## src/rtl/wdt_pkg.sv

```systemverilog
package wdt_pkg;
  typedef logic [7:0] byte_t;
  typedef enum logic {HALF_FIRST = 1'b0, HALF_SECOND = 1'b1} half_e;
endpackage

```

## src/rtl/wdt_key_detect.sv

```systemverilog
module wdt_key_detect
  import wdt_pkg::*;
#(
  parameter byte_t KEY_ADDR   = 8'hA6,
  parameter byte_t KEY_FIRST  = 8'h1E,
  parameter byte_t KEY_SECOND = 8'hE1
) (
  input  logic  clk,
  input  logic  rst,
  input  logic  hw_mode,
  input  logic  wr_en,
  input  byte_t wr_addr,
  input  byte_t wr_data,
  output logic  accept
);
  byte_t last_q;
  logic  key_wr;

  assign key_wr = wr_en && hw_mode && (wr_addr == KEY_ADDR);
  assign accept = key_wr && (wr_data == KEY_SECOND) && (last_q == KEY_FIRST);

  always_ff @(posedge clk) begin
    if (rst)         last_q <= '0;
    else if (key_wr) last_q <= wr_data;
  end
endmodule

```

## src/rtl/wdt_tick_divider.sv

```systemverilog
module wdt_tick_divider
  import wdt_pkg::*;
#(
  parameter int PS_W = 3
) (
  input  logic            clk,
  input  logic            rst,
  input  logic            clear,
  input  logic            run,
  input  logic            double_speed,
  input  logic [PS_W-1:0] ps,
  output logic            step
);
  localparam int PRE_W = (1 << PS_W) - 1;

  logic [PRE_W-1:0] pre_q;
  logic [PRE_W-1:0] limit;
  half_e            half_q;
  logic             adv;
  logic             hit;

  assign limit = (PRE_W'(1) << ps) - PRE_W'(1);
  assign hit   = (pre_q >= limit);
  assign adv   = run && (!double_speed || (half_q == HALF_SECOND));
  assign step  = adv && hit;

  always_ff @(posedge clk) begin
    if (rst || clear) begin
      pre_q  <= '0;
      half_q <= HALF_FIRST;
    end else begin
      if (run && double_speed)
        half_q <= (half_q == HALF_FIRST) ? HALF_SECOND : HALF_FIRST;
      if (adv)
        pre_q <= hit ? '0 : pre_q + PRE_W'(1);
    end
  end
endmodule

```

## src/rtl/wdt_counter.sv

```systemverilog
module wdt_counter #(
  parameter int CNT_W = 14
) (
  input  logic clk,
  input  logic rst,
  input  logic clear,
  input  logic step,
  output logic wrap
);
  logic [CNT_W-1:0] cnt_q;

  assign wrap = step && (&cnt_q);

  always_ff @(posedge clk) begin
    if (rst || clear) cnt_q <= '0;
    else if (step)    cnt_q <= cnt_q + CNT_W'(1);
  end
endmodule

```

## src/rtl/keyed_watchdog.sv

```systemverilog
module keyed_watchdog
  import wdt_pkg::*;
#(
  parameter int    CNT_W      = 14,
  parameter int    PS_W       = 3,
  parameter byte_t KEY_ADDR   = 8'hA6,
  parameter byte_t CTL_ADDR   = 8'hA7,
  parameter byte_t KEY_FIRST  = 8'h1E,
  parameter byte_t KEY_SECOND = 8'hE1
) (
  input  logic       clk,
  input  logic       rst,
  input  logic       tick,
  input  logic       double_speed,
  input  logic       hold,
  input  logic       hw_mode,
  input  logic       wr_en,
  input  logic [7:0] wr_addr,
  input  logic [7:0] wr_data,
  output logic [7:0] ctrl_q,
  output logic       rst_req
);
  localparam int PAD_W = 8 - PS_W - 1;

  logic [PS_W-1:0] ps_q;
  logic            en_q;
  logic            req_q;
  logic            accept;
  logic            step;
  logic            wrap;
  logic            run;

  assign run = en_q && tick && !hold;

  wdt_key_detect #(
    .KEY_ADDR(KEY_ADDR), .KEY_FIRST(KEY_FIRST), .KEY_SECOND(KEY_SECOND)
  ) u_key (
    .clk(clk), .rst(rst), .hw_mode(hw_mode), .wr_en(wr_en),
    .wr_addr(wr_addr), .wr_data(wr_data), .accept(accept)
  );

  wdt_tick_divider #(.PS_W(PS_W)) u_div (
    .clk(clk), .rst(rst), .clear(accept), .run(run),
    .double_speed(double_speed), .ps(ps_q), .step(step)
  );

  wdt_counter #(.CNT_W(CNT_W)) u_cnt (
    .clk(clk), .rst(rst), .clear(accept), .step(step), .wrap(wrap)
  );

  always_ff @(posedge clk) begin
    if (rst) begin
      ps_q  <= '0;
      en_q  <= 1'b0;
      req_q <= 1'b0;
    end else begin
      req_q <= 1'b0;
      if (wr_en && wr_addr == CTL_ADDR)
        ps_q <= wr_data[7 -: PS_W];
      if (accept) begin
        en_q <= 1'b1;
      end else if (wrap) begin
        en_q  <= 1'b0;
        req_q <= 1'b1;
      end
    end
  end

  assign ctrl_q  = {ps_q, {PAD_W{1'b0}}, en_q};
  assign rst_req = req_q;
endmodule

```

## config.mk

```make
export PLATFORM = sky130hd
export DESIGN_NAME = keyed_watchdog
export DESIGN_NICKNAME = d
export VERILOG_FILES = /design/src/rtl/wdt_pkg.sv /design/src/rtl/wdt_key_detect.sv /design/src/rtl/wdt_tick_divider.sv /design/src/rtl/wdt_counter.sv /design/src/rtl/keyed_watchdog.sv
export SDC_FILE = /design/constraint.sdc
export NUM_CORES = 1
export LEC_CHECK = 0
export BUFFER_PORTS_ARGS = -buffer_cell sky130_fd_sc_hd__buf_2
export CORE_UTILIZATION = 55
export DETAILED_ROUTE_END_ITERATION = 8
export GPL_ROUTABILITY_DRIVEN = 0
export HOLD_SLACK_MARGIN = 0.15
export PLACE_DENSITY = 0.89
export SETUP_SLACK_MARGIN = 0.3
export SYNTH_ARGS = -nofsm -noshare
export SYNTH_HDL_FRONTEND = slang
export SYNTH_HIERARCHICAL = 1
export SYNTH_SLANG_ARGS = --single-unit
```

## constraint.sdc

```tcl
create_clock -name clk -period 3.2 [get_ports clk]
set_clock_uncertainty 0.05 [all_clocks]
set_input_delay 0.32 -clock clk [delete_from_list [all_inputs] [get_ports clk]]
set_output_delay 0.32 -clock clk [all_outputs]
set_load 0.05 [all_outputs]
```

==> flow_metrics.py, run 1 <==
metrics = {
    "layout": {
        "fin_nets": 282,
        "drive_above_1_share": 0.240,
        "antenna-diode-count": 0,
        "n_fill_cell": 274,
        "area_growth_pct": 14.7,
    },
    "sta": {
        "setup_viol": 0,
        "maxSlewViolCount": 0,
        "finalCriticalPeriod_ps": 2800,
        "fmax_ghz": 0.357,
        "min_period_over_period": 0.876,
        "setup_slack_ps": 398,
        "tns_ps": 0,
        "hold_viol_final": 0,
        "rsz0062_at_grt": "no",
    },
    "global_route": {
        "grt_pass1_wl_um": 6690,
        "track_usage": 0.213,
        "antenna_found_initial": 0,
        "grt_max_degree": 33,
        "overflow": 0,
        "grt_pass1_vias": 1600,
    },
    "synthesis": {
        "syn_inst": 217,
        "yosys.area.top_type": "dfxtp_1",
        "ys_ff_latch": 35,
        "ys_seq_area_frac": 0.346,
        "synth_cell_types": 46,
        "async_reset_ff_frac": 0,
        "ys_warn_count": 6,
        "yosys-top-cells-count": "dfxtp_1, nand2b_1, mux2i_1, nor2_1, nand2_1",
        "synth.most_common_cell": "dfxtp_1",
        "synth_flop_cell": "dfxtp_1",
        "synth_area_mm2": 0.00203,
        "netlist.area_leader.share": 0.346,
        "synthTopCellsByArea": "dfxtp_1, mux2i_1, nand2b_1",
        "synth_edf_count": 0,
        "avgSynthCellArea_um2": 9.34,
    },
    "setup_path": {
        "worstSetupPathType": "reg2reg",
        "end_kind": "flop",
        "startpoint_type": "flop",
        "arrival_ps": 2970,
        "required_ps": 3370,
        "reg2reg_depth": 10,
        "reg2reg_setup_slack_ps": 400,
        "worstPathMaxFanout": 8,
        "reg2reg_to": "u_cnt/cnt_q[9]",
        "timing.rr.start": "ps_q[1]",
    },
    "power": {
        "p_comb_frac": 0.069,
        "clock_power_share": 0.398,
        "ir_drop_mv": 0.289,
        "p_sw_frac": 0.232,
        "p_int_uw": 626,
        "leakage_nw": 0.859,
        "switching_power_uw": 189,
        "pwr-share-seq": 0.533,
        "powerDensity_mw_per_mm2": 351,
    },
    "clock_network": {
        "cts_buffer_depth": 2,
        "cts.sinks": 35,
        "clk_pin_slew_ps": 70,
        "cts_buffers": 5,
        "cts_tree": "done",
        "ctsRootBufferMaster": "clkbuf_8",
        "clk-insertion-delay-late_ps": 290,
        "cts-htree-levels": 2,
        "ctsHoldBuffers": 0,
    },
    "route": {
        "dr.first_iter.drc_count": 84,
        "wl_per_cell_um": 13.3,
        "drc": 0,
        "vias_per_cell": 5.52,
        "num_vias": 1634,
        "wl_um": 3940,
        "ant_nets": 0,
        "drt-pass1-iter-count": 5,
    },
    "floorplan": {
        "core-area_mm2": 0.00344,
        "io_pins": 32,
        "initial_utilization": 0.589,
        "dieArea_mm2": 0.00393,
        "die_h_um": 62.7,
        "die_w_um": 62.7,
        "rows": 21,
    },
    "placed_design": {
        "portBuffers": 27,
        "hpwl_um": 2810,
        "dp_slack_ps": 233,
    },
    "worst_hold_path": {
        "min_to": "u_key/last_q[1]",
        "hp-class": "in2reg",
        "hold_depth": 3,
        "hp-start": "wr_data[1]",
    },
    "run_status": {
        "status": "finished clean",
    },
    "job": {
        "cap_viol_max_count": 0,
    },
}
area by class of cell:
| type | instances | area [um2] | share of cell area |
|---|---|---|---|
| clock inverters | 1 | 5.00 | 0.00215 |
| inverters | 9 | 33.8 | 0.0145 |
| repair buffers | 34 | 195 | 0.0840 |
| flip-flops and latches | 35 | 707 | 0.304 |
| well taps | 46 | 57.6 | 0.0248 |
| clock buffers | 6 | 82.6 | 0.0355 |
| multi-input cells | 165 | 1240 | 0.535 |
stage by stage:
step | cell area, um2 | util | std cells | power, mW | hold WS (ps)
2_1_floorplan | 2040 | - | 220 | 0.482 | 341
3_3_place_gp | 2180 | 0.632 | 285 | 0.500 | 404
3_5_place_dp | 2180 | 0.632 | 285 | 0.502 | 412
4_1_cts | 2290 | 0.666 | 295 | 0.821 | 241
5_1_grt | 2320 | 0.675 | 296 | 0.846 | 248
6_report | 2320 | 0.675 | 296 | 0.815 | 246
critical path: stages, from the launching register on:
cell and delay [ps]:
dfxtp_4 370, or3_4 400, ha_1 290, nand2b_4 120
a2111oi_4 80, or2_1 250, a31oi_2 180, nand4_2 180
buf_6 180, or4_1 490, a21oi_1 140
kinds of logic (layout without fill, tap and decap cells):
kind of cell	count (synthesis)	after routing	synth area share
and+or+nand+nor	103	103	0.323
DFF	35	35	0.346
AOI/OAI and AO/OA	23	23	0.0951
buffers and inverters	20	50	0.0562
muxes	16	16	0.0790
xor gates and xnor gates	10	10	0.0432
adders and majority gates	9	9	0.0556
other	1	4	0.00185
state kept, by name (all words and copies together) (netlist names):
name / flops
ps_q: 3
u_div/pre_q: 7
u_cnt/cnt_q: 14
u_key/last_q: 8
u_div/half_q: 1
rst_req: 1
en_q: 1
layer usage:
layer | up-vias | routed length, um | global-route usage
li1 | 826 | - | -
met1 | 769 | 1730 | 0.237
met2 | 29 | 2030 | 0.382
met3 | 10 | 90 | 0.0620
met4 | 0 | 93 | 0.0785
met5 | - | 0 | 0
placed cells by master, fill, tap and decap left out, types with 3 or more instances in the layout:
master    Yosys  final
buf_4         6      5
nand2b_1     22     22
or4_1         3      3
clkbuf_8      0      6
mux2i_1      16     16
a21oi_2       2      3
buf_2         1     27
nand4_1      10     10
o21ai_0       4      4
or3_1         8      7
inv_1         9      9
nor2_1       16     16
xnor2_1       3      3
nor4_1        3      3
nand3_1       5      5
o31ai_1       3      3
dfxtp_1      35     32
nand2_1      13     13
a21oi_1       8      7
conb_1        1      4
ha_1          9      9
xor2_1        7      7
how the worst max path moves through the flow:
stage	start	endpoint	slack [ps]
CTS	ps_q[1]	u_cnt/cnt_q[9]	350
detailed placement	ps_q[1]	en_q	230
global route	ps_q[1]	u_cnt/cnt_q[9]	270
global placement	ps_q[1]	en_q	310
finish	ps_q[1]	u_cnt/cnt_q[9]	400
floorplan	ps_q[1]	en_q	330
power by group through the flow:
stage	combinational (mW)	sequential (mW)	clock, mW
2_1_floorplan	0.0362	0.446	0
5_1_grt	0.0610	0.434	0.350
4_1_cts	0.0562	0.436	0.329
6_report	0.0561	0.435	0.325
3_3_place_gp	0.0549	0.446	0
3_5_place_dp	0.0561	0.446	0
timing repair:
action | in CTS | in global routing
endpoints found under the hold margin | 0 | 0
setup endpoints to repair | 2 | 6
pin swaps | 1 | 4
buffers inserted | 3 | 1
resized for setup | 1 | 6
cloned | 0 | 0
Note: power is estimated with default switching activity, not from simulation.
==> run 2: changes to the inputs <==
ABC_AREA = 1   (was default)
PLACE_DENSITY = 0.88   (was 0.89)
SLEW_MARGIN = 20   (was default)
==> run 2 against run 1 <==
Effect of this change: synthesized cell count grew 53%; clock power shrank 2%; area after synthesis grew 7.7%; global-route usage is 0.75 points higher; worst setup slack better by 310 ps; total power is 0.25% higher; register-to-register slack gained 310 ps; cell area up 4.5%; flip-flop and latch count is the same; die area increased by 7.5%; clock-buffer cell count did not move; critical path type unchanged; largest cell class unchanged; highest routed layer unchanged.
==> flow_metrics.py, run 2 <==
metrics = {
    "sta": {
        "timing.hold.ws_ps": 227,
        "rsz0062_at_grt": "no",
        "hold_viol_final": 0,
        "relSlewSlack": 0.568,
        "fmax_ghz": 0.402,
        "tightestPinTransition_ps": 646,
        "setup_viol": 0,
        "finalCriticalPeriod_ps": 2490,
        "tns_ps": 0,
        "min_period_over_period": 0.778,
        "maxSlewViolCount": 0,
    },
    "power": {
        "total_power_uw": 818,
        "p_sw_frac": 0.237,
        "powerDensity_mw_per_mm2": 336,
        "clock_power_share": 0.388,
        "leakage_nw": 1.15,
        "ir_drop_mv": 0.269,
        "p_int_uw": 624,
        "switching_power_uw": 193,
        "p_comb_frac": 0.078,
        "pwr-share-seq": 0.533,
    },
    "layout": {
        "area_growth_pct": 11.3,
        "fin_nets": 394,
        "regMostFlops": "u_cnt/cnt_q",
        "top_regs": "u_cnt/cnt_q x14, u_key/last_q x8, u_div/pre_q x7",
        "n_fill_cell": 343,
        "final_common_cell": "nand2_1",
        "largest_register_ffs": 14,
        "drive_above_1_share": 0.180,
        "finalNonFillerCells": 410,
        "most-common-layout-cells": "nand2_1, inv_1, nor2_1, dfxtp_1, buf_2",
        "antenna-diode-count": 0,
    },
    "global_route": {
        "track_usage": 0.221,
        "overflow": 0,
        "antenna_found_initial": 0,
        "grt_max_degree": 12,
        "grt_pass1_vias": 1789,
        "grt_pass1_wl_um": 7150,
    },
    "synthesis": {
        "ys_seq_area_frac": 0.321,
        "synth_cell_types": 27,
        "syn_inst": 332,
        "synth_flop_cell": "dfxtp_1",
        "yosys.area.top_type": "dfxtp_1",
        "synth_edf_count": 0,
        "netlist.area_leader.share": 0.321,
        "synth_area_mm2": 0.00218,
        "ys_ff_latch": 35,
        "ys_warn_count": 6,
        "synthTopCellsByArea": "dfxtp_1, nand2_1, inv_1",
        "async_reset_ff_frac": 0,
        "yosys-top-cells-count": "nand2_1, inv_1, nor2_1, dfxtp_1, nand4_1",
        "synth.most_common_cell": "nand2_1",
        "avgSynthCellArea_um2": 6.58,
    },
    "floorplan": {
        "die_h_um": 65.0,
        "initial_utilization": 0.583,
        "io_pins": 32,
        "dieArea_mm2": 0.00423,
        "rows": 22,
        "die_w_um": 65.0,
        "core-area_mm2": 0.00374,
    },
    "route": {
        "dr.first_iter.drc_count": 70,
        "ant_nets": 0,
        "drt-pass1-iter-count": 4,
        "wl_um": 4200,
        "drc": 0,
        "vias_per_cell": 4.87,
        "num_vias": 1997,
        "wl_per_cell_um": 10.3,
    },
    "placed_design": {
        "portBuffers": 27,
        "hpwl_um": 3320,
        "placedCellCount": 403,
    },
    "job": {
        "cap_viol_max_count": 0,
    },
    "clock_network": {
        "ctsHoldBuffers": 0,
        "clk-insertion-delay-late_ps": 290,
        "cts.sinks": 35,
        "ctsRootBufferMaster": "clkbuf_8",
        "clk_pin_slew_ps": 60,
        "ctsResizeCount": 0,
        "cts_buffer_depth": 2,
        "post_cts_buffers": 0,
        "cts-htree-levels": 2,
        "cts_tree": "done",
        "cts_buffers": 5,
    },
    "setup_path": {
        "path_common_cell": "nand3_1",
        "worstSetupPathType": "reg2reg",
        "crit_path_cell_trace": "nand3_1 -> ha_1 -> nand2_1 -> inv_1 -> nand3_1 -> nand3_1 -> nand2_1 -> inv_1 -> nand3_1 -> nor2_2 -> nand4_1 -> nor2_1 -> inv_1 -> a21oi_1 -> nor2_1",
        "startpoint_type": "flop",
        "end_kind": "flop",
        "cpMaxStageDelayCell": "dfxtp_1",
        "required_ps": 3330,
        "worstPathMaxFanout": 9,
        "arrival_ps": 2620,
        "critical_path.max_stage_delay_ps": 440,
    },
    "worst_hold_path": {
        "hp-class": "in2reg",
    },
    "run_status": {
        "status": "finished clean",
    },
}
==> run 2: worst paths after layout <==
path                      from            to  slack, ps  cells after the start
setup / recovery       ps_q[2]          en_q        710                     15
hold / removal             rst          en_q        230                      2
setup reg to reg       ps_q[2]          en_q        710                     15
hold reg to reg   u_div/half_q  u_div/half_q        420                      2
==> run 2: cells by family after synthesis <==
| family | Yosys count | share of synthesized area |
|---|---|---|
| flip-flops | 35 | 0.321 |
| other | 1 | 0.00172 |
| adder cells (fa/ha/maj) | 9 | 0.0516 |
| AND/OR/NAND/NOR | 189 | 0.423 |
| buffers and inverters | 74 | 0.137 |
| XOR/XNOR | 5 | 0.0201 |
| AO/OA/AOI/OAI | 19 | 0.0453 |
==> run 2: cell type report <==
| class | count | area (um2) | share of cell area |
|---|---|---|---|
| tap | 48 | 60.1 | 0.0247 |
| clock inverter | 1 | 5.00 | 0.00206 |
| inverter | 67 | 251 | 0.104 |
| multi-input combinational | 226 | 1190 | 0.492 |
| sequential | 35 | 701 | 0.288 |
| clock buffer | 6 | 82.6 | 0.0340 |
| timing repair buffer | 27 | 135 | 0.0556 |
==> run 2: routing by layer <==
layer,GRT usage,up-vias,part of all wire
met3,0.0634,6,0.035
met5,0,-,0
met4,0.111,0,0.022
met1,0.252,881,0.47
li1,-,1074,-
met2,0.372,36,0.47
==> run 2: power by group through the flow <==
stage	clock, mW	sequential [mW]	combinational [mW]
floorplan	0	0.446	0.0431
global placement	0	0.446	0.0625
detailed placement	0	0.446	0.0639
CTS	0.331	0.436	0.0640
global route	0.348	0.436	0.0716
finish	0.318	0.436	0.0641
==> run 2: worst max-delay path, delay by kind of cell (launching register included) <==
family	cells	cell delay [ps]
buffers and inverters	3	400
adder cells (fa/ha/maj)	1	310
flip-flops	1	440
AND/OR/NAND/NOR	10	1070
AO/OA/AOI/OAI	1	110
==> run 2: metrics by stage <==
step | setup WS, ps | util | cell area (um2)
4_1_cts | 699 | 0.649 | 2430
6_report | 710 | 0.649 | 2430
3_5_place_dp | 713 | 0.626 | 2340
5_1_grt | 442 | 0.649 | 2430
3_3_place_gp | 862 | 0.626 | 2340
2_1_floorplan | 631 | - | 2190
